## src/rtl/hit_mult_pkg.sv

```systemverilog
package hit_mult_pkg;

  // Strobes from control to datapath
  typedef struct packed {
    logic crossStb;  // write pointer passed cell zero this cycle
    logic clrStb;    // readout begins: empty every flag
  } strobe_t;

endpackage

```

## src/rtl/hit_mult_ctrl.sv

```systemverilog
module hit_mult_ctrl
  import hit_mult_pkg::*;
#(
  parameter int NUM_CH    = 64,
  parameter int SYNC_DEPTH = 2
) (
  input  logic              clk,
  input  logic              rstN,
  input  logic [NUM_CH-1:0] discIn,
  input  logic              cellZeroCross,
  input  logic              readoutClr,
  output logic [NUM_CH-1:0] hitStb,
  output strobe_t           strb
);

  // Synchroniser chain, one vector per stage
  logic [NUM_CH-1:0] syncQ [SYNC_DEPTH];
  logic [NUM_CH-1:0] lastQ;

  genvar s;
  generate
    for (s = 0; s < SYNC_DEPTH; s++) begin : g_sync
      always_ff @(posedge clk or negedge rstN) begin
        if (!rstN) begin
          syncQ[s] <= '0;
        end else if (s == 0) begin
          syncQ[s] <= discIn;
        end else begin
          syncQ[s] <= syncQ[(s == 0) ? 0 : s-1];
        end
      end
    end
  endgenerate

  always_ff @(posedge clk or negedge rstN) begin
    if (!rstN) lastQ <= '0;
    else       lastQ <= syncQ[SYNC_DEPTH-1];
  end

  // Rising edge only: a held level yields one strobe
  assign hitStb = syncQ[SYNC_DEPTH-1] & ~lastQ;

  always_comb begin
    strb.crossStb = cellZeroCross;
    strb.clrStb   = readoutClr;
  end

  AST_ONE_HIT_PER_LEVEL: assert property (@(posedge clk) disable iff (!rstN)
    (hitStb & $past(hitStb)) == '0);

endmodule

```

## src/rtl/hit_mult_dp.sv

```systemverilog
module hit_mult_dp
  import hit_mult_pkg::*;
#(
  parameter int NUM_CH      = 64,
  parameter int PULSE_CYC   = 2,
  parameter int CROSS_LIMIT = 2,
  localparam int MW = $clog2(NUM_CH + 1),
  localparam int PW = $clog2(PULSE_CYC + 1),
  localparam int CW = $clog2(CROSS_LIMIT + 1)
) (
  input  logic              clk,
  input  logic              rstN,
  input  logic [NUM_CH-1:0] hitStb,
  input  strobe_t           strb,
  output logic [NUM_CH-1:0] flagQ,
  output logic [NUM_CH-1:0] pulseOn,
  output logic              trigOut,
  output logic [MW-1:0]     multCount
);

  genvar i;
  generate
    for (i = 0; i < NUM_CH; i++) begin : g_ch
      logic          flagR;
      logic [CW-1:0] crossCnt;
      logic [PW-1:0] pulseCnt;

      always_ff @(posedge clk or negedge rstN) begin
        if (!rstN) begin
          flagR    <= 1'b0;
          crossCnt <= '0;
        end else if (strb.clrStb) begin
          flagR    <= 1'b0;
          crossCnt <= '0;
        end else if (hitStb[i]) begin
          flagR    <= 1'b1;
          crossCnt <= '0;
        end else if (strb.crossStb && flagR) begin
          if (crossCnt == CW'(CROSS_LIMIT - 1)) begin
            flagR    <= 1'b0;
            crossCnt <= '0;
          end else begin
            crossCnt <= crossCnt + 1'b1;
          end
        end
      end

      always_ff @(posedge clk or negedge rstN) begin
        if (!rstN)              pulseCnt <= '0;
        else if (hitStb[i])     pulseCnt <= PW'(PULSE_CYC);
        else if (pulseCnt != 0) pulseCnt <= pulseCnt - 1'b1;
      end

      assign flagQ[i]   = flagR;
      assign pulseOn[i] = (pulseCnt != '0);
    end
  endgenerate

  always_comb begin
    multCount = '0;
    for (int k = 0; k < NUM_CH; k++) begin
      multCount = multCount + MW'(pulseOn[k]);
    end
  end

  assign trigOut = |pulseOn;

  AST_CLR_EMPTIES: assert property (@(posedge clk) disable iff (!rstN)
    strb.clrStb |=> (flagQ == '0));
  AST_HIT_SETS: assert property (@(posedge clk) disable iff (!rstN)
    ((|hitStb) && !strb.clrStb) |=> ((flagQ & $past(hitStb)) == $past(hitStb)));
  AST_NO_SPONTANEOUS_CLEAR: assert property (@(posedge clk) disable iff (!rstN)
    (!strb.crossStb && !strb.clrStb) |=> (($past(flagQ) & ~flagQ) == '0));
  AST_TRIG_MATCH: assert property (@(posedge clk) disable iff (!rstN)
    trigOut == (multCount != '0));

endmodule

```

## src/rtl/hit_mult_top.sv

```systemverilog
module hit_mult_top
  import hit_mult_pkg::*;
#(
  parameter int NUM_CH      = 64,
  parameter int PULSE_CYC   = 2,
  parameter int CROSS_LIMIT = 2,
  parameter int SYNC_DEPTH  = 2,
  localparam int MW = $clog2(NUM_CH + 1)
) (
  input  logic              clk,
  input  logic              rstN,
  input  logic [NUM_CH-1:0] discIn,
  input  logic              cellZeroCross,
  input  logic              readoutClr,
  output logic [NUM_CH-1:0] hitFlags,
  output logic              trigOut,
  output logic [MW-1:0]     multCount
);

  logic [NUM_CH-1:0] hitStb;
  logic [NUM_CH-1:0] pulseOn;
  strobe_t           strb;

  hit_mult_ctrl #(
    .NUM_CH    (NUM_CH),
    .SYNC_DEPTH(SYNC_DEPTH)
  ) u_ctrl (
    .clk          (clk),
    .rstN         (rstN),
    .discIn       (discIn),
    .cellZeroCross(cellZeroCross),
    .readoutClr   (readoutClr),
    .hitStb       (hitStb),
    .strb         (strb)
  );

  hit_mult_dp #(
    .NUM_CH     (NUM_CH),
    .PULSE_CYC  (PULSE_CYC),
    .CROSS_LIMIT(CROSS_LIMIT)
  ) u_dp (
    .clk      (clk),
    .rstN     (rstN),
    .hitStb   (hitStb),
    .strb     (strb),
    .flagQ    (hitFlags),
    .pulseOn  (pulseOn),
    .trigOut  (trigOut),
    .multCount(multCount)
  );

endmodule

```

## config.mk

```make
export PLATFORM = sky130hd
export DESIGN_NAME = hit_mult_top
export DESIGN_NICKNAME = d
export VERILOG_FILES = /design/src/rtl/hit_mult_pkg.sv /design/src/rtl/hit_mult_ctrl.sv /design/src/rtl/hit_mult_dp.sv /design/src/rtl/hit_mult_top.sv
export SDC_FILE = /design/constraint.sdc
export NUM_CORES = 1
export LEC_CHECK = 0
export ABC_CLOCK_PERIOD_IN_PS = 13950
export CAP_MARGIN = 10
export CORE_MARGIN = 4
export CORE_UTILIZATION = 30
export DETAILED_ROUTE_END_ITERATION = 8
export DONT_BUFFER_PORTS = 1
export GPL_TIMING_DRIVEN = 0
export HOLD_SLACK_MARGIN = 0.1
export PLACE_DENSITY = 0.43
export SLEW_MARGIN = 20
export SYNTH_ARGS = -nofsm -noshare
export SYNTH_HDL_FRONTEND = slang
export SYNTH_HIERARCHICAL = 1
export SYNTH_SLANG_ARGS = --single-unit
```

## constraint.sdc

```tcl
create_clock -name clk -period 13.95 [get_ports clk]
set_input_delay 1.395 -clock clk [delete_from_list [all_inputs] [get_ports clk]]
set_output_delay 1.395 -clock clk [all_outputs]
set_load 0.1 [all_outputs]
```

==> impl_metrics.csv <==
group,metric,value,unit
outcome,status,"complete, no violations",
place,io_buffers,0,
grt,grt_first_pass_wirelength,85.7,mm
setup_path,critPathSlowestCell,"a211o_1",
final_layout,areaGrowthSynthToFinish,14.8,%
place,post_dp_cell_area,0.0236,mm²
setup_path,critPathCaptureType,"primary output",
clock_tree,hold_buffers,0,
grt,track_usage,14.2,%
final_layout,n_fill_cell,7205,
synthesis,yosys_warnings,6,
final_layout,multi_input_area,0.00796,mm²
sta,fin_ws,5.22,ns
sta,timing.setup.tns,0,ns
final_layout,design_area,0.0256,mm²
clock_tree,cts-resized-gates,0,
place,dp_slack,5.77,ns
sta,fin_crit,8.73,ns
grt,grt.overflow.total,0,
floorplanning,start_util,30.4,%
clock_tree,clockBufferDepth,3,
floorplanning,dieHeight,280,µm
sta,maxSlewViolCount,0,
floorplanning,die_w,280,µm
setup_path,path_class,"register to primary output",
final_layout,nets,2175,
route,vias,13300,
clock_tree,cts_setup_buffers,0,
synthesis,mappedNetlistArea,0.0223,mm²
sta,relSlewSlack,29.6,%
hold_path,min_path_type,"register to register",
synthesis,synth_fp_nets,2112,
route,antenna_left,0,
clock_tree,path_clk_slew,0.06,ns
sta,hold_viol,0,
clock_tree,clk_latency,0.61,ns
route,routedWlPerCell,18.5,µm
floorplanning,pin_count,140,
sta,rsz0062_at_grt,"no",
clock_tree,cts_tree,"built",
clock_tree,cts_buffers,58,
route,via_per_inst,4.47,
route,routed_wl,55.3,mm
setup_path,worstPathMaxFanout,5,
synthesis,syn_area_per_cell,11.6,µm²
sta,finalSetupViolCount,0,
setup_path,cp_data_arrival_time,7.33,ns
route,drtIter0Drc,721,
final_layout,final_layout_size_suffix_gt1_share,13.5,%
setup_path,slowest_delay,0.70,ns
synthesis,synthCells,1910,
flow_run,drv_cap,0,
setup_path,cp_common_cell,"fa_1",
grt,grt_max_degree,513,
floorplanning,die_area,0.0786,mm²
sta,hold_ws,0.345,ns
sta,tightest_slew,1.06,ns
setup_path,crit_chain,"inv_1, ha_1, inv_1, fa_1, fa_1, fa_1, inv_1, fa_1, inv_1, fa_1, fa_1, fa_1, inv_1, fa_1, inv_1, ha_1, a211oi_1, o21a_1, a211o_1",
clock_tree,htreeDepth,2,
clock_tree,root_buffer,"clkbuf_16",
floorplanning,fp.coreArea,0.0732,mm²
grt,grt_pass1_vias,14100,
place,gp_congestion,0.808,
floorplanning,num_rows,99,
sta,fin_skew,0.0113,ns
setup_path,cp.required,12.56,ns
sta,period_share,62.6,%
final_layout,seq_area,0.0128,mm²
sta,clock.fmax,115,MHz
route,drc,0,
clock_tree,clock_sinks,512,
place,dp_hpwl,38.1,mm
grt,antenna_found_initial,2,
setup_path,start_kind,"register",
route,first_pass_iters,5,
==> sequential cells by signal, summed over array words and instances, names as in the netlist <==
name and cells:
u_dp/g_ch.pulseCnt 128, u_dp/g_ch.crossCnt 128, u_ctrl/syncQ 128, u_ctrl/lastQ 64
u_dp/g_ch.flagR 64
==> path summary, 6_finish.rpt <==
| kind | start | slack, ns | cells past startpoint | end |
|---|---|---|---|---|
| hold / removal | u_ctrl/syncQ[101] | 0.34 | 0 | u_ctrl/syncQ[37] |
| setup / recovery | u_dp/g_ch[37].pulseCnt[0] | 5.22 | 19 | multCount[5] |
| min in group asynchronous | rstN | 0.50 | 0 | u_ctrl/syncQ[100] |
| setup reg to reg | u_dp/g_ch[62].pulseCnt[0] | 12.54 | 5 | u_dp/g_ch[62].pulseCnt[1] |
| max in group asynchronous | rstN | 12.65 | 0 | u_ctrl/lastQ[63] |
| hold reg to reg | u_ctrl/syncQ[101] | 0.34 | 0 | u_ctrl/syncQ[37] |
==> worst max-delay path: cells and delay by family, from the launching register on <==
| family | cells | cell delay, ns |
|---|---|---|
| AO/OA/AOI/OAI | 3 | 1.17 |
| buffers and inverters | 6 | 0.39 |
| adder cells (fa/ha/maj) | 10 | 4.74 |
| flip-flops | 1 | 0.39 |
==> routing by layer <==
layer,up-vias,GRT usage [%],wire length [µm]
li1,6234,-,-
met1,6783,18.8,24700
met2,231,23.8,26600
met3,81,3.38,2840
met4,0,3.60,1090
met5,-,0,0
==> cell usage in the layout, fill, tap and decap left out, types with 64 or more instances in the layout <==
master / instances
a21oi_1: 66
nand2_1: 128
ha_1: 80
nor3_1: 64
nor2b_4: 64
nand3b_1: 64
dfrtp_1: 512
a31oi_1: 64
xor2_1: 128
inv_1: 218
buf_4: 71
nor2_1: 249
==> per-stage QoR <==
step           utilization (%)  std cells
6_report                  34.9       2981
3_3_place_gp              32.0       2869
5_1_grt                   34.9       2980
2_1_floorplan                -       1910
3_5_place_dp              32.2       2872
4_1_cts                   34.9       2980
==> layout make-up <==
class                   count  share of cell area, %
flip-flops and latches    512                   50.1
clock buffers              84                   6.73
diodes                      1                0.00979
repair buffers              3                  0.323
well taps                 959                   4.70
clock inverters            24                   1.02
plain buffers             108                   2.74
inverters                 218                   3.20
multi-input cells        1072                   31.1
Power is left out: the tool's default activity adds up to more than one toggle a clock period on the data nets, which glitch-free logic cannot reach.
